**config.mk**
```make
export PLATFORM = sky130hd
export DESIGN_NAME = cfg_tlp_engine
export DESIGN_NICKNAME = d
export VERILOG_FILES = /design/src/rtl/cfgtlp_pkg.sv /design/src/rtl/cfg_hdr_build.sv /design/src/rtl/cfg_tx_serializer.sv /design/src/rtl/cfg_cpl_collector.sv /design/src/rtl/cfg_tlp_engine.sv
export SDC_FILE = /design/constraint.sdc
export NUM_CORES = 1
export LEC_CHECK = 0
export ABC_AREA = 1
export BUFFER_PORTS_ARGS = -buffer_cell sky130_fd_sc_hd__buf_2
export CAP_MARGIN = 40
export CORE_UTILIZATION = 55
export DETAILED_ROUTE_END_ITERATION = 7
export GPL_TIMING_DRIVEN = 0
export PLACE_DENSITY = 0.85
export SLEW_MARGIN = 20
export SYNTH_ARGS = -nofsm -noshare
export SYNTH_HDL_FRONTEND = slang
export SYNTH_SLANG_ARGS = --single-unit
export TNS_END_PERCENT = 10
```
**constraint.sdc**
```tcl
create_clock -name clk -period 2.9 [get_ports clk]
set_input_delay 0.58 -clock clk [delete_from_list [all_inputs] [get_ports clk]]
set_output_delay 0.58 -clock clk [all_outputs]
set_load 0.05 [all_outputs]
```
**src/rtl/cfgtlp_pkg.sv**
```systemverilog
package cfgtlp_pkg;

  typedef enum logic [1:0] {
    ACC_BYTE  = 2'd0,
    ACC_HALF  = 2'd1,
    ACC_WORD  = 2'd2,
    ACC_WORD3 = 2'd3
  } acc_size_e;

  typedef struct packed {
    logic       wr;
    logic [7:0] bus;
    logic [4:0] dev;
    logic [2:0] fn;
    logic [11:0] off;
    acc_size_e  size;
    logic [31:0] wdata;
    logic [7:0] root;
    logic [7:0] sec;
  } cfg_req_t;

  localparam logic [7:0] FT_RD_T0 = 8'h04;
  localparam logic [7:0] FT_WR_T0 = 8'h44;
  localparam logic [7:0] FT_RD_T1 = 8'h05;
  localparam logic [7:0] FT_WR_T1 = 8'h45;
  localparam logic [7:0] TAG_RD   = 8'h1D;
  localparam logic [7:0] TAG_WR   = 8'h10;
  localparam logic [23:0] LEN_ONE = 24'h000001;

  function automatic logic [7:0] lane_enables(input acc_size_e s, input logic [1:0] lo);
    case (s)
      ACC_BYTE: lane_enables = 8'h01 << lo;
      ACC_HALF: lane_enables = 8'h03 << lo;
      default:  lane_enables = 8'h0F;
    endcase
  endfunction

  function automatic logic [31:0] lanes_down(input logic [31:0] d, input acc_size_e s,
                                             input logic [1:0] lo);
    logic [31:0] sh;
    sh = d >> {lo, 3'b000};
    case (s)
      ACC_BYTE: lanes_down = {24'h0, sh[7:0]};
      ACC_HALF: lanes_down = {16'h0, sh[15:0]};
      default:  lanes_down = d;
    endcase
  endfunction

  function automatic logic [31:0] lanes_up(input logic [31:0] d, input acc_size_e s,
                                           input logic [1:0] lo);
    case (s)
      ACC_BYTE: lanes_up = {24'h0, d[7:0]} << {lo, 3'b000};
      ACC_HALF: lanes_up = {16'h0, d[15:0]} << {lo, 3'b000};
      default:  lanes_up = d;
    endcase
  endfunction

endpackage

```
**src/rtl/cfg_hdr_build.sv**
```systemverilog
module cfg_hdr_build
  import cfgtlp_pkg::*;
#(
  parameter int WORD_W    = 32,
  parameter int PKT_WORDS = 4
) (
  input  cfg_req_t                       req,
  output logic [PKT_WORDS-1:0][WORD_W-1:0] words
);
  logic       type1;
  logic [7:0] code;
  logic [7:0] tag;
  logic [7:0] be;

  always_comb begin
    type1 = (req.bus > req.sec);
    if (req.wr) code = type1 ? FT_WR_T1 : FT_WR_T0;
    else        code = type1 ? FT_RD_T1 : FT_RD_T0;
    tag = req.wr ? TAG_WR : TAG_RD;
    be  = lane_enables(req.size, req.off[1:0]);
  end

  always_comb begin
    words    = '0;
    words[0] = {code, LEN_ONE};
    words[1] = {req.root, 8'h00, tag, be};
    words[2] = {req.bus, req.dev, req.fn, 4'h0, req.off[11:2], 2'b00};
    words[PKT_WORDS-1] = req.wr ? lanes_up(req.wdata, req.size, req.off[1:0]) : '0;
  end
endmodule

```
**src/rtl/cfg_tx_serializer.sv**
```systemverilog
module cfg_tx_serializer #(
  parameter int WORD_W    = 32,
  parameter int PKT_WORDS = 4
) (
  input  logic                           clk,
  input  logic                           rst_n,
  input  logic                           go,
  input  logic [PKT_WORDS-1:0][WORD_W-1:0] words,
  output logic                           tx_valid,
  input  logic                           tx_ready,
  output logic [WORD_W-1:0]              tx_data,
  output logic                           tx_sop,
  output logic                           tx_eop,
  output logic                           last_beat
);
  localparam int IDX_W = $clog2(PKT_WORDS);
  localparam logic [IDX_W-1:0] LAST_IDX = IDX_W'(PKT_WORDS - 1);

  logic [IDX_W-1:0] idx_q;
  logic             beat;

  assign tx_valid  = go;
  assign tx_data   = words[idx_q];
  assign tx_sop    = go && (idx_q == '0);
  assign tx_eop    = go && (idx_q == LAST_IDX);
  assign beat      = go && tx_ready;
  assign last_beat = beat && (idx_q == LAST_IDX);

  always_ff @(posedge clk) begin
    if (!rst_n)         idx_q <= '0;
    else if (last_beat) idx_q <= '0;
    else if (beat)      idx_q <= idx_q + 1'b1;
  end

  a_r6_hold_when_stalled: assert property (@(posedge clk) disable iff (!rst_n)
    tx_valid && !tx_ready |=> tx_valid && $stable(tx_data) && $stable(tx_sop) && $stable(tx_eop));

  a_r6_marks_apart: assert property (@(posedge clk) disable iff (!rst_n)
    tx_valid |-> !(tx_sop && tx_eop));
endmodule

```
**src/rtl/cfg_cpl_collector.sv**
```systemverilog
module cfg_cpl_collector #(
  parameter int WORD_W        = 32,
  parameter int TIMEOUT_POLLS = 20000
) (
  input  logic              clk,
  input  logic              rst_n,
  input  logic              arm,
  input  logic              rx_valid,
  output logic              rx_ready,
  input  logic [WORD_W-1:0] rx_data,
  input  logic              rx_sop,
  input  logic              rx_eop,
  output logic              fin,
  output logic              fin_timeout,
  output logic [2:0]        fin_status,
  output logic [11:0]       fin_bytecnt,
  output logic              fin_has_data,
  output logic [WORD_W-1:0] fin_data
);
  localparam int PW = $clog2(TIMEOUT_POLLS + 1);
  localparam logic [PW-1:0] POLL_LAST = PW'(TIMEOUT_POLLS - 1);

  typedef enum logic [1:0] {C_OFF, C_HUNT, C_GATHER} cstate_e;

  cstate_e            st_q;
  logic [PW-1:0]      poll_q;
  logic [2:0]         nw_q;
  logic [WORD_W-1:0]  w1_q;
  logic [WORD_W-1:0]  w3_q;
  logic               take;

  assign rx_ready = (st_q != C_OFF);
  assign take     = rx_valid && rx_ready;

  always_ff @(posedge clk) begin
    if (!rst_n) begin
      st_q        <= C_OFF;
      poll_q      <= '0;
      nw_q        <= '0;
      w1_q        <= '0;
      w3_q        <= '0;
      fin         <= 1'b0;
      fin_timeout <= 1'b0;
    end else begin
      fin         <= 1'b0;
      fin_timeout <= 1'b0;
      case (st_q)
        C_OFF: begin
          if (arm) begin
            st_q   <= C_HUNT;
            poll_q <= '0;
            nw_q   <= '0;
            w1_q   <= '0;
            w3_q   <= '0;
          end
        end
        C_HUNT: begin
          if (take && rx_sop) begin
            nw_q <= 3'd1;
            if (rx_eop) begin
              st_q <= C_OFF;
              fin  <= 1'b1;
            end else begin
              st_q <= C_GATHER;
            end
          end else if (poll_q == POLL_LAST) begin
            st_q        <= C_OFF;
            fin         <= 1'b1;
            fin_timeout <= 1'b1;
          end else begin
            poll_q <= poll_q + 1'b1;
          end
        end
        C_GATHER: begin
          if (take) begin
            if (nw_q == 3'd1) w1_q <= rx_data;
            if (nw_q == 3'd3) w3_q <= rx_data;
            if (nw_q != 3'd4) nw_q <= nw_q + 1'b1;
            if (rx_eop) begin
              st_q <= C_OFF;
              fin  <= 1'b1;
            end
          end
        end
        default: st_q <= C_OFF;
      endcase
    end
  end

  assign fin_status   = w1_q[15:13];
  assign fin_bytecnt  = w1_q[11:0];
  assign fin_has_data = (nw_q == 3'd4);
  assign fin_data     = w3_q;

  a_r10_timeout_from_hunt: assert property (@(posedge clk) disable iff (!rst_n)
    fin && fin_timeout |-> $past(st_q) == C_HUNT && $past(poll_q) == POLL_LAST);

  a_r10_off_not_ready: assert property (@(posedge clk) disable iff (!rst_n)
    fin |-> !rx_ready);
endmodule

```
**src/rtl/cfg_tlp_engine.sv**
```systemverilog
module cfg_tlp_engine
  import cfgtlp_pkg::*;
#(
  parameter int TIMEOUT_POLLS = 20000
) (
  input  logic        clk,
  input  logic        rst_n,
  input  logic        req_valid,
  output logic        req_ready,
  input  logic        req_write,
  input  logic [7:0]  req_bus,
  input  logic [4:0]  req_dev,
  input  logic [2:0]  req_fn,
  input  logic [11:0] req_offset,
  input  logic [1:0]  req_size,
  input  logic [31:0] req_wdata,
  input  logic [7:0]  root_bus,
  input  logic [7:0]  sec_bus,
  output logic        tx_valid,
  input  logic        tx_ready,
  output logic [31:0] tx_data,
  output logic        tx_sop,
  output logic        tx_eop,
  input  logic        rx_valid,
  output logic        rx_ready,
  input  logic [31:0] rx_data,
  input  logic        rx_sop,
  input  logic        rx_eop,
  output logic        done,
  output logic [31:0] done_rdata,
  output logic        done_cpl_fail,
  output logic        done_timeout
);
  localparam int WORD_W    = 32;
  localparam int PKT_WORDS = 4;

  typedef enum logic [1:0] {E_IDLE, E_SEND, E_WAIT} estate_e;

  estate_e   st_q;
  cfg_req_t  req_q;
  logic [PKT_WORDS-1:0][WORD_W-1:0] hdr_words;
  logic      last_beat;
  logic      fin, fin_timeout, fin_has_data;
  logic [2:0]  fin_status;
  logic [11:0] fin_bytecnt;
  logic [31:0] fin_data;
  logic [31:0] result;
  logic        fail_now;

  assign req_ready = (st_q == E_IDLE);

  cfg_hdr_build #(.WORD_W(WORD_W), .PKT_WORDS(PKT_WORDS)) u_hdr (
    .req   (req_q),
    .words (hdr_words)
  );

  cfg_tx_serializer #(.WORD_W(WORD_W), .PKT_WORDS(PKT_WORDS)) u_tx (
    .clk       (clk),
    .rst_n     (rst_n),
    .go        (st_q == E_SEND),
    .words     (hdr_words),
    .tx_valid  (tx_valid),
    .tx_ready  (tx_ready),
    .tx_data   (tx_data),
    .tx_sop    (tx_sop),
    .tx_eop    (tx_eop),
    .last_beat (last_beat)
  );

  cfg_cpl_collector #(.WORD_W(WORD_W), .TIMEOUT_POLLS(TIMEOUT_POLLS)) u_rx (
    .clk          (clk),
    .rst_n        (rst_n),
    .arm          (last_beat),
    .rx_valid     (rx_valid),
    .rx_ready     (rx_ready),
    .rx_data      (rx_data),
    .rx_sop       (rx_sop),
    .rx_eop       (rx_eop),
    .fin          (fin),
    .fin_timeout  (fin_timeout),
    .fin_status   (fin_status),
    .fin_bytecnt  (fin_bytecnt),
    .fin_has_data (fin_has_data),
    .fin_data     (fin_data)
  );

  always_comb begin
    fail_now = !fin_timeout && (fin_status != 3'd0);
    if (fin_timeout || fail_now)
      result = '1;
    else if (req_q.wr)
      result = '0;
    else if (fin_bytecnt == 12'd4 && fin_has_data)
      result = lanes_down(fin_data, req_q.size, req_q.off[1:0]);
    else
      result = '0;
  end

  always_ff @(posedge clk) begin
    if (!rst_n) begin
      st_q          <= E_IDLE;
      req_q         <= '0;
      done          <= 1'b0;
      done_rdata    <= '0;
      done_cpl_fail <= 1'b0;
      done_timeout  <= 1'b0;
    end else begin
      done <= 1'b0;
      case (st_q)
        E_IDLE: begin
          if (req_valid) begin
            st_q  <= E_SEND;
            req_q <= '{wr: req_write, bus: req_bus, dev: req_dev, fn: req_fn,
                       off: req_offset, size: acc_size_e'(req_size), wdata: req_wdata,
                       root: root_bus, sec: sec_bus};
          end
        end
        E_SEND: if (last_beat) st_q <= E_WAIT;
        E_WAIT: begin
          if (fin) begin
            st_q          <= E_IDLE;
            done          <= 1'b1;
            done_rdata    <= result;
            done_cpl_fail <= fail_now;
            done_timeout  <= fin_timeout;
          end
        end
        default: st_q <= E_IDLE;
      endcase
    end
  end

  a_r11_done_single: assert property (@(posedge clk) disable iff (!rst_n)
    done |=> !done);

  a_r11_idle_no_tx: assert property (@(posedge clk) disable iff (!rst_n)
    req_ready |-> !tx_valid && !rx_ready);

  a_r7_fail_all_ones: assert property (@(posedge clk) disable iff (!rst_n)
    done && done_cpl_fail |-> done_rdata == 32'hFFFF_FFFF && !done_timeout);

  a_r10_timeout_all_ones: assert property (@(posedge clk) disable iff (!rst_n)
    done && done_timeout |-> done_rdata == 32'hFFFF_FFFF);

  a_r6_send_after_accept: assert property (@(posedge clk) disable iff (!rst_n)
    req_ready && req_valid |=> tx_valid && tx_sop);
endmodule

```
==> metrics.yaml, run 1 <==
run_status:
  status: "finished clean"
cells_and_area:
  utilization_pct: 67.39
  fill_cells: 1493
  final_nets: 1715
  fin_area_mm2: 0.01114
  area_growth_pct: 20.27
  diodes: 0
  drive_gt1_share_pct: 17.72
synthesis:
  synth-seq-cells: 187
  yosys_warnings: 0
  ys_seq_area_share_pct: 40.43
  avgSynthCellArea_um2: 6.758
  synth.distinct_cells: 42
  synth_cells: 1370
  synth_fp_nets: 1506
  synth_area_mm2: 0.009259
power_and_ir_drop:
  p_leak_nw: 4.741
  p_clk_share_pct: 33.2
  pwr-share-comb_pct: 26.3
  power_density_mw_per_mm2: 636.2
  netSwitchingPower_w: 0.002438
  intPower_w: 0.004647
  ir_drop_v: 0.0006437
  switching_share_pct: 34.41
  pwr-share-seq_pct: 40.5
detailed_routing:
  drt_wl_total_um: 31240
  drtIter0Drc: 1252
  drtPass1Iterations: 6
  viasPerCell: 5.686
  drt.antenna.violating_nets: 0
  wl_per_cell_um: 17.25
  vias: 10298
  drc: 0
timing:
  slew_viol_final: 0
  fin_skew_ns: 0.006449
  rsz0062_at_grt: "yes"
  fmax_mhz: 345.0
  worst_hold_slack_ns: 0.4032
  tightest_slew_ns: 0.6747
  fin_crit_ns: 2.898
  slew_headroom_pct: 55.02
  finalHoldViolCount: 0
  finalCritPeriodShare_pct: 99.94
  setup_viol: 0
cts:
  cts_max_path_buffers: 2
  cts.clk_slew.worst_paths_ns: 0.07
  htree_num_levels: 4
  clkSinkCount: 187
  numCtsBuffers: 17
  cts_root_buffer: "clkbuf_16"
  postCtsSetupRepairBufs: 0
  cts_tree: "yes"
  cts_hold_buf: 0
  clkLatencyLatePin_ns: 0.43
  cts_resized: 3
placement:
  hpwlAfterDp_um: 23890
  io_buffers: 189
  placed_area_mm2: 0.01049
  gp_congestion: 0.9771
global_routing:
  grt_start_max_net_pins: 17
  grt_overflow: 0
  grt_pass1_wl_um: 48470
  antenna_found_initial: 2
  grt.total_usage_pct: 35.73
  grt_pass1_vias: 9365
setup_path:
  worst_path_max_delay_cell: "clkbuf_1"
  critPathMostFrequentCell: "buf_2"
  max_stage_delay_ns: 0.41
  critPathTopFamily: "buffers and inverters"
  criticalPathCategory: "reg -> out"
  path_buf_inv: 4
  critical_path_depth: 6
  startpoint_type: "flip-flop"
  worst_setup_path_end_kind: "output port"
  crit_arrival_ns: 2.32
  cp_max_fo: 10
  crit_chain: "buf_2 > inv_1 > clkbuf_1 > o21ai_0 > nor3_1 > buf_2"
  r2r_cells: 9
  crit_required_ns: 2.32
hold_path:
  worstHoldPathCells: 3
  hp-class: "in -> reg"
floorplan:
  core_area_mm2: 0.01652
  initial_core_util_pct: 56.03
  die_area_mm2: 0.01736
  die_w_um: 131.7
  num_rows: 47
  io-pin-count: 190
  fp.dieH_um: 131.7
job:
  maxCapViolations: 0
==> power by group through the flow <==
| stage | clock network [W] | registers (W) | logic [W] |
|---|---|---|---|
| finish | 0.00236 | 0.00287 | 0.00186 |
| global route | 0.00245 | 0.00288 | 0.00205 |
| CTS | 0.00235 | 0.00286 | 0.00182 |
| detailed placement | 0 | 0.00291 | 0.00181 |
| global placement | 0 | 0.00291 | 0.00177 |
| floorplan | 0 | 0.00287 | 0.00131 |
==> kinds of logic after synthesis <==
kind of cell / after synthesis / synth area share [%]
simple gates: 606 / 27.27
compound gates: 368 / 20.97
flops: 187 / 40.43
buf+inv: 185 / 8.324
fa+ha+maj: 18 / 2.432
xor+xnor: 6 / 0.5676
==> state kept, by name (all words and copies together), names as in the netlist <==
name              flops
done                  1
done_cpl_fail         1
done_rdata           32
done_timeout          1
req_q                79
st_q                  2
u_rx.fin              1
u_rx.fin_data        32
u_rx.fin_timeout      1
u_rx.nw_q             3
u_rx.poll_q          15
u_rx.st_q             2
u_rx.w1_q            15
u_tx.idx_q            2
==> final cells by class <==
| class | count | area, um2 | share of cell area (%) |
|---|---|---|---|
| tap | 220 | 275.3 | 2.472 |
| clock buffer | 23 | 478.0 | 4.292 |
| multi-input combinational | 998 | 4767 | 42.81 |
| buffer | 85 | 400.4 | 3.595 |
| sequential | 187 | 3745 | 33.63 |
| inverter | 100 | 377.9 | 3.393 |
| timing repair buffer | 190 | 983.4 | 8.831 |
| clock inverter | 8 | 108.9 | 0.9775 |
==> through the flow <==
step           cells  setup WS (ns)  power (W)  TNS, ns
6_report        1811       0.001703   0.007085        0
5_1_grt         1811       -0.06560   0.007384  -0.2797
4_1_cts         1811      0.0006117   0.007026        0
3_5_place_dp    1780         0.3745   0.004725        0
3_3_place_gp    1779         0.3448   0.004676        0
2_1_floorplan   1370         0.1520   0.004182        0
==> synthesized netlist by cell type (all sizes together) <==
| library cell | instances | share of area, % |
|---|---|---|
| a21oi | 145 | 8.0 |
| o21a | 1 | 0.081 |
| xnor2 | 1 | 0.095 |
| a32oi | 3 | 0.28 |
| nand4 | 27 | 1.8 |
| nand3b | 1 | 0.081 |
| o21ai | 192 | 10 |
| o22ai | 8 | 0.54 |
| inv | 98 | 4.0 |
| o31ai | 2 | 0.16 |
| nor4 | 1 | 0.068 |
| o32ai | 1 | 0.095 |
| nor3b | 1 | 0.081 |
| nor2 | 198 | 8.4 |
| and2 | 1 | 0.068 |
| ha | 18 | 2.4 |
| nand2 | 303 | 13 |
| a22oi | 6 | 0.49 |
| xor2 | 5 | 0.47 |
| nand3 | 68 | 3.9 |
| a2bb2oi | 1 | 0.095 |
| a211oi | 1 | 0.081 |
| o2111ai | 6 | 0.57 |
| dfxtp | 187 | 40 |
| buf | 34 | 2.2 |
| o211ai | 2 | 0.16 |
| clkbuf | 51 | 2.1 |
| clkinv | 2 | 0.081 |
| nor3 | 6 | 0.32 |
==> cell usage in the layout (no fill, tap or decap), types with 5 or more instances in the layout <==
cell,n
clkbuf_4,11
nand2_2,7
clkbuf_1,52
nand2_1,295
nor2_2,7
nand3_1,65
buf_2,195
ha_1,18
dfxtp_1,186
a21oi_1,142
inv_1,93
o2111ai_1,6
nand4_1,27
o21ai_0,184
o22ai_1,8
nor2_1,187
nor3_1,6
o21ai_1,8
buf_4,11
a22oi_1,6
xor2_1,5
clkbuf_16,17
==> worst paths after layout <==
kind,startpoint,end,slack (ns)
max reg2reg,u_rx.nw_q[0],u_rx.fin_data[27],0.89
min reg2reg,u_rx.w1_q[6],u_rx.w1_q[6],0.46
max,req_q[49],tx_data[13],0.002
min,req_offset[4],req_q[54],0.40
==> worst min-delay path, delay by kind of cell <==
| family | cells | cell delay (ns) |
|---|---|---|
| buf+inv | 1 | 0.07 |
| compound gates | 1 | 0.07 |
| simple gates | 1 | 0.07 |
==> metal layers <==
metal / vias to the layer above / share of wire (%) / global-route usage [%]
li1: 4947 / - / -
met2: 569 / 45 / 56.35
met1: 4682 / 41 / 47.79
met3: 98 / 10 / 6.690
met5: - / 0.042 / 0
met4: 2 / 4.2 / 15.63
No activity file was read; power rests on OpenSTA's default activity.
==> run 2, diff against run 1 <==
Settings changed: RECOVER_POWER set to 50, SLEW_MARGIN 20 to 15.
Clock period 2.9 ns to 3.6 ns, I/O delays scaled along.
==> run 2 against run 1 <==
Effect of this change: core utilization is 0.92 points lower; global-route usage hardly changed; first-iteration DRC count is 7.2% lower; worst setup slack better by 0.27 ns.
==> metrics.yaml, run 2 (synthesized netlist as in run 1, its figures left out) <==
cts:
  cts_tree: "yes"
  cts_hold_buf: 0  # unchanged
  cts_root_buffer: "clkbuf_16"
  postCtsSetupRepairBufs: 0  # unchanged
  clkSinkCount: 187  # unchanged
  clkLatencyLatePin_ns: 0.43  # about the same
  cts_resized: 0  # -3
  cts_max_path_buffers: 2  # unchanged
  numCtsBuffers: 17  # unchanged
  htree_num_levels: 4  # unchanged
  cts.clk_slew.worst_paths_ns: 0.07  # about the same
global_routing:
  grt_pass1_wl_um: 48470  # unchanged
  grt_overflow: 0  # unchanged
  grt_pass1_vias: 9353  # -0.13%
  grt.total_usage_pct: 35.76  # about the same
  antenna_found_initial: 2  # unchanged
  grt_start_max_net_pins: 17  # unchanged
setup_path:
  crit-reg2reg-capture: "u_rx.poll_q[6]"
  r2r_cells: 13  # +4
  startpoint_type: "flip-flop"
  worstReg2RegStart: "u_rx.st_q[0]"
  worst_setup_path_end_kind: "output port"
  crit_arrival_ns: 2.61  # +0.29 ns
  cp-startpoint: "req_q[49]"
  rrSetupSlack_ns: 1.11  # +0.22 ns
  criticalPathCategory: "reg -> out"
  cp_max_fo: 10  # unchanged
  endpoint: "tx_data[28]"
  crit_required_ns: 2.88  # +0.56 ns
timing:
  tightest_slew_ns: 0.7312  # +0.05647 ns
  setup_viol: 0  # unchanged
  finalHoldViolCount: 0  # unchanged
  fin_skew_ns: 0.006026  # -0.0004231 ns
  worst_hold_slack_ns: 0.4622  # +0.05898 ns
  fmax_mhz: 300.0
  slew_headroom_pct: 51.25  # -3.8 points
  finalCritPeriodShare_pct: 92.59
  tns_ns: 0  # unchanged
  rsz0062_at_grt: "no"
  slew_viol_final: 0  # unchanged
  fin_crit_ns: 3.333
detailed_routing:
  drtIter0Drc: 1162  # -7.2%
  vias: 10351  # +0.51%
  wl_per_cell_um: 17.27  # about the same
  drt.antenna.violating_nets: 0  # unchanged
  drtPass1Iterations: 7  # +1
  drt_wl_total_um: 31270  # about the same
  viasPerCell: 5.716  # +0.51%
  drc: 0  # unchanged
power_and_ir_drop:
  p_leak_nw: 4.555  # -3.9%
  finalPower_w: 0.005649  # -20%
  ir_drop_v: 0.0005135  # -20%
  power_density_mw_per_mm2: 514.4  # -19%
job:
  maxCapViolations: 0  # unchanged
cells_and_area:
  fin_cells: 1811  # unchanged
  largest_register_ffs: 79  # unchanged
  fin_area_mm2: 0.01098  # -1.4%
  layout_commonest_cell: "nand2_1"
  final_nets: 1715  # unchanged
  diodes: 0  # unchanged
  regMostFlops: "req_q"
  fill_cells: 1546  # +3.5%
  area_growth_pct: 18.62
  final_cell_mix: "nand2_1 (299), nor2_1 (194), o21ai_0 (192)"
  drive_gt1_share_pct: 14.08  # -3.6 points
placement:
  io_buffers: 189  # unchanged
  hpwlAfterDp_um: 23890  # unchanged
  placed_area_mm2: 0.01049  # unchanged
  dp.cells: 1780  # unchanged
  gp_congestion: 0.9771  # unchanged
floorplan:
  initial_core_util_pct: 56.03  # unchanged
  fp.dieH_um: 131.7  # unchanged
  die_w_um: 131.7  # unchanged
  core_area_mm2: 0.01652  # unchanged
  die_area_mm2: 0.01736  # unchanged
  num_rows: 47  # unchanged
  io-pin-count: 190  # unchanged
run_status:
  status: "finished clean"
hold_path:
  hp-class: "reg -> reg"
  min_from: "u_rx.w1_q[6]"
==> run 2: cell count changes in the layout (fill, tap and decap cells not counted), moves of 4 or more <==
cell	delta
clkbuf_1	+46
buf_2	-25
clkbuf_4	-11
o21ai_0	+8
o21ai_1	-8
nor2_1	+7
buf_4	-4
nand2_1	+4
nand2_2	-4
nor2_2	-4
==> run 2: critical path: stages (launching register included) <==
cell      delay [ns]
dfxtp_1         0.31
clkbuf_1        0.37
inv_1           0.19
buf_2           0.23
nand2_1         0.20
o22ai_1         0.15
o21ai_0         0.23
nand2_1         0.15
nand2_1         0.10
buf_2           0.26
==> run 2: report_power, final <==
part	internal [W]	switching, W
logic	0.000432	0.00102
clock network	0.00108	0.000810
registers	0.00220	0.000107
total	0.00372	0.00193
==> run 2: area by class of cell <==
type                    instances  area (um2)  share of cell area [%]
plain buffers                  85       377.9                   3.440
clock buffers                  23       478.0                   4.352
clock inverters                 8       108.9                  0.9911
inverters                     100       376.6                   3.429
multi-input cells             998        4715                   42.93
flip-flops and latches        187        3744                   34.09
well taps                     220       275.3                   2.506
repair buffers                190       908.4                   8.271
==> run 2: how the worst min path moves through the flow <==
stage	cells after the start	slack, ns	end
2_1_floorplan	2	0.44	req_q[7]
3_3_place_gp	2	0.45	u_rx.w1_q[7]
3_5_place_dp	2	0.45	u_rx.w1_q[4]
4_1_cts	2	0.46	u_rx.w1_q[4]
5_1_grt	2	0.48	u_rx.w1_q[7]
6_report	2	0.46	u_rx.w1_q[6]
==> run 2: stage by stage <==
step	setup slack [ns]	util, %
2_1_floorplan	0.7120	-
3_3_place_gp	0.9048	63.42
3_5_place_dp	0.9345	63.47
4_1_cts	0.4647	67.02
5_1_grt	0.1699	66.46
6_report	0.2667	66.46
==> run 2: routing by layer <==
metal / up-vias / wire length (um) / track usage (%)
met5: - / 12 / 0
met4: 2 / 1209 / 15.31
met3: 95 / 3277 / 6.536
met2: 555 / 14050 / 56.44
met1: 4746 / 12720 / 48.03
li1: 4953 / - / -
==> run 3, diff against run 2 <==
Settings changed: CORE_ASPECT_RATIO set to 2, CORE_MARGIN set to 4.
==> run 3 against run 2 <==
Effect of this change: worst setup slack improved by 0.0067 ns; die area rose by 10%; fmax up 0.20%; routed wire length is 10% higher; via count is 0.63% higher; sequential power is essentially flat; register-to-register slack worse by 0.26 ns; global-route usage down 0.31 points.
==> metrics.yaml, run 3 (synthesized netlist as in run 1, its figures left out) <==
power_and_ir_drop:
  ir_drop_v: 0.0003271  # -36%
  p_leak_nw: 4.586  # +0.66%
  power_density_mw_per_mm2: 534.6  # +3.9%
timing:
  finalHoldViolCount: 0  # unchanged
  slew_viol_final: 0  # unchanged
  worst_slack_ns: 0.2734  # +0.006685 ns
  finalCritPeriodShare_pct: 92.41  # -0.19 points
  setup_viol: 0  # unchanged
  worst_hold_slack_ns: 0.4594  # -0.002799 ns
  slew_headroom_pct: 51.97  # +0.72 points
  fmax_mhz: 300.6  # +0.20%
  fin_skew_ns: 0.01383  # +0.007800 ns
  fin_crit_ns: 3.327  # -0.006685 ns
  tightest_slew_ns: 0.7204  # -0.01079 ns
  tns_ns: 0  # unchanged
  rsz0062_at_grt: "no"
global_routing:
  grt_pass1_vias: 10271  # +9.8%
  grt.total_usage_pct: 35.44  # -0.31 points
  grt_overflow: 0  # unchanged
  antenna_found_initial: 0  # -2
  grt_pass1_wl_um: 52010  # +7.3%
  grt_start_max_net_pins: 17  # unchanged
setup_path:
  startpoint_type: "flip-flop"
  r2r_cells: 13  # unchanged
  cp_max_fo: 10  # unchanged
  crit_required_ns: 2.88  # about the same
  crit-reg2reg-capture: "u_rx.poll_q[8]"
  criticalPathCategory: "reg -> out"
  critPathMostFrequentCell: "inv_1"
  critPathTopFamily: "buffers and inverters"
  worst_path_max_delay_cell: "dfxtp_1"
  max_stage_delay_ns: 0.52  # +0.15 ns
  crit_arrival_ns: 2.61  # about the same
  rrSetupSlack_ns: 0.85  # -0.26 ns
  worstReg2RegStart: "u_rx.st_q[0]"
  path_buf_inv: 3  # -1
  crit_chain: "inv_1 > nor2_2 > inv_1 > o32ai_1 > buf_2"
  worst_setup_path_end_kind: "output port"
floorplan:
  die_area_mm2: 0.01910  # +10%
  fp.dieH_um: 191.5  # +45%
  die_w_um: 99.75  # -24%
  core_area_mm2: 0.01643  # -0.55%
  io-pin-count: 190  # unchanged
  num_rows: 66  # +40%
  initial_core_util_pct: 56.34  # +0.31 points
job:
  maxCapViolations: 0  # unchanged
hold_path:
  worstHoldPathCells: 2  # unchanged
  min_from: "u_rx.w1_q[9]"
  min_to: "u_rx.w1_q[9]"
  hp-class: "reg -> reg"
cts:
  cts_resized: 0  # unchanged
  cts.clk_slew.worst_paths_ns: 0.07  # about the same
  cts_root_buffer: "clkbuf_16"
  clkLatencyLatePin_ns: 0.44  # about the same
  postCtsSetupRepairBufs: 0  # unchanged
  cts_hold_buf: 0  # unchanged
  cts_tree: "yes"
  cts_max_path_buffers: 2  # unchanged
  numCtsBuffers: 17  # unchanged
  clkSinkCount: 187  # unchanged
  htree_num_levels: 4  # unchanged
cells_and_area:
  largest_register_ffs: 79  # unchanged
  diodes: 0  # unchanged
  layout_commonest_cell: "nand2_1"
  final_cell_mix: "nand2_1 (301), nor2_1 (194), o21ai_0 (192)"
  drive_gt1_share_pct: 14.21  # +0.13 points
  fill_cells: 1521  # -1.6%
  utilization_pct: 67.05  # +0.58 points
  final_nets: 1715  # unchanged
  area_growth_pct: 19.00
  regMostFlops: "req_q"
placement:
  gp_congestion: 1.004  # +2.8%
  post-place-ws_ns: 0.9014  # -0.03314 ns
  hpwlAfterDp_um: 26840  # +12%
  io_buffers: 189  # unchanged
detailed_routing:
  viasPerCell: 5.806  # +1.6%
  drt_wl_total_um: 34470  # +10%
  vias: 10416  # +0.63%
  drtIter0Drc: 785  # -32%
  drc: 0  # unchanged
  drtPass1Iterations: 7  # unchanged
  drt.antenna.violating_nets: 0  # unchanged
  wl_per_cell_um: 19.22  # +11%
run_status:
  status: "finished clean"
-- run 3: cell type report --
class                      count  area (um2)  area share, %
multi-input combinational    998        4710          42.74
inverter                     100       376.6          3.418
buffer                        85       386.6          3.509
timing repair buffer         190       905.9          8.222
clock inverter                13       215.2          1.953
clock buffer                  17       425.4          3.861
tap                          204       255.2          2.317
sequential                   187        3744          33.98
-- run 3: routing by layer --
metal	share of wire, %	wire [um]	GRT usage (%)
met5	0	0	0
met4	10	3539	34.61
met3	6.2	2132	4.894
met2	51	17670	62.84
met1	32	11130	33.53
-- run 3: worst max-delay path by stage --
stage                  endpoint     startpoint  cells after the start
floorplan            tx_data[3]  u_tx.idx_q[0]                      4
global placement     tx_data[3]  u_tx.idx_q[0]                      5
detailed placement  tx_data[18]  u_tx.idx_q[0]                      5
CTS                  tx_data[3]  u_tx.idx_q[0]                      5
global route         tx_data[3]  u_tx.idx_q[0]                      5
finish               tx_data[3]  u_tx.idx_q[0]                      5
-- run 3: worst reg2reg max path, stage by stage, from the launching register on --
cell and delay, ns:
dfxtp_1 0.33, inv_1 0.09, ha_1 0.28, inv_1 0.13, nand2_1 0.17, clkinvlp_2 0.43
nand2_1 0.30, inv_1 0.08, nand2_1 0.12, nand2_2 0.07, nor2_1 0.30, buf_6 0.21
nand2_1 0.07, a21oi_1 0.11
-- run 3: per-stage QoR --
| stage | std cells | cell area [um2] | total power, W |
|---|---|---|---|
| final | 1794 | 11020 | 0.005890 |
| after global routing | 1794 | 11020 | 0.006130 |
| after CTS | 1794 | 11110 | 0.005901 |
| after detailed placement | 1764 | 10470 | 0.003842 |
| after global placement | 1763 | 10460 | 0.003808 |
| after floorplan | 1370 | 9259 | 0.003369 |
-- run 3: report_power, final --
group	switching (W)	internal (W)	leakage [nW]
Clock	0.000849	0.00123	0.304
Sequential	0.000111	0.00220	1.53
Combinational	0.00105	0.000443	2.76
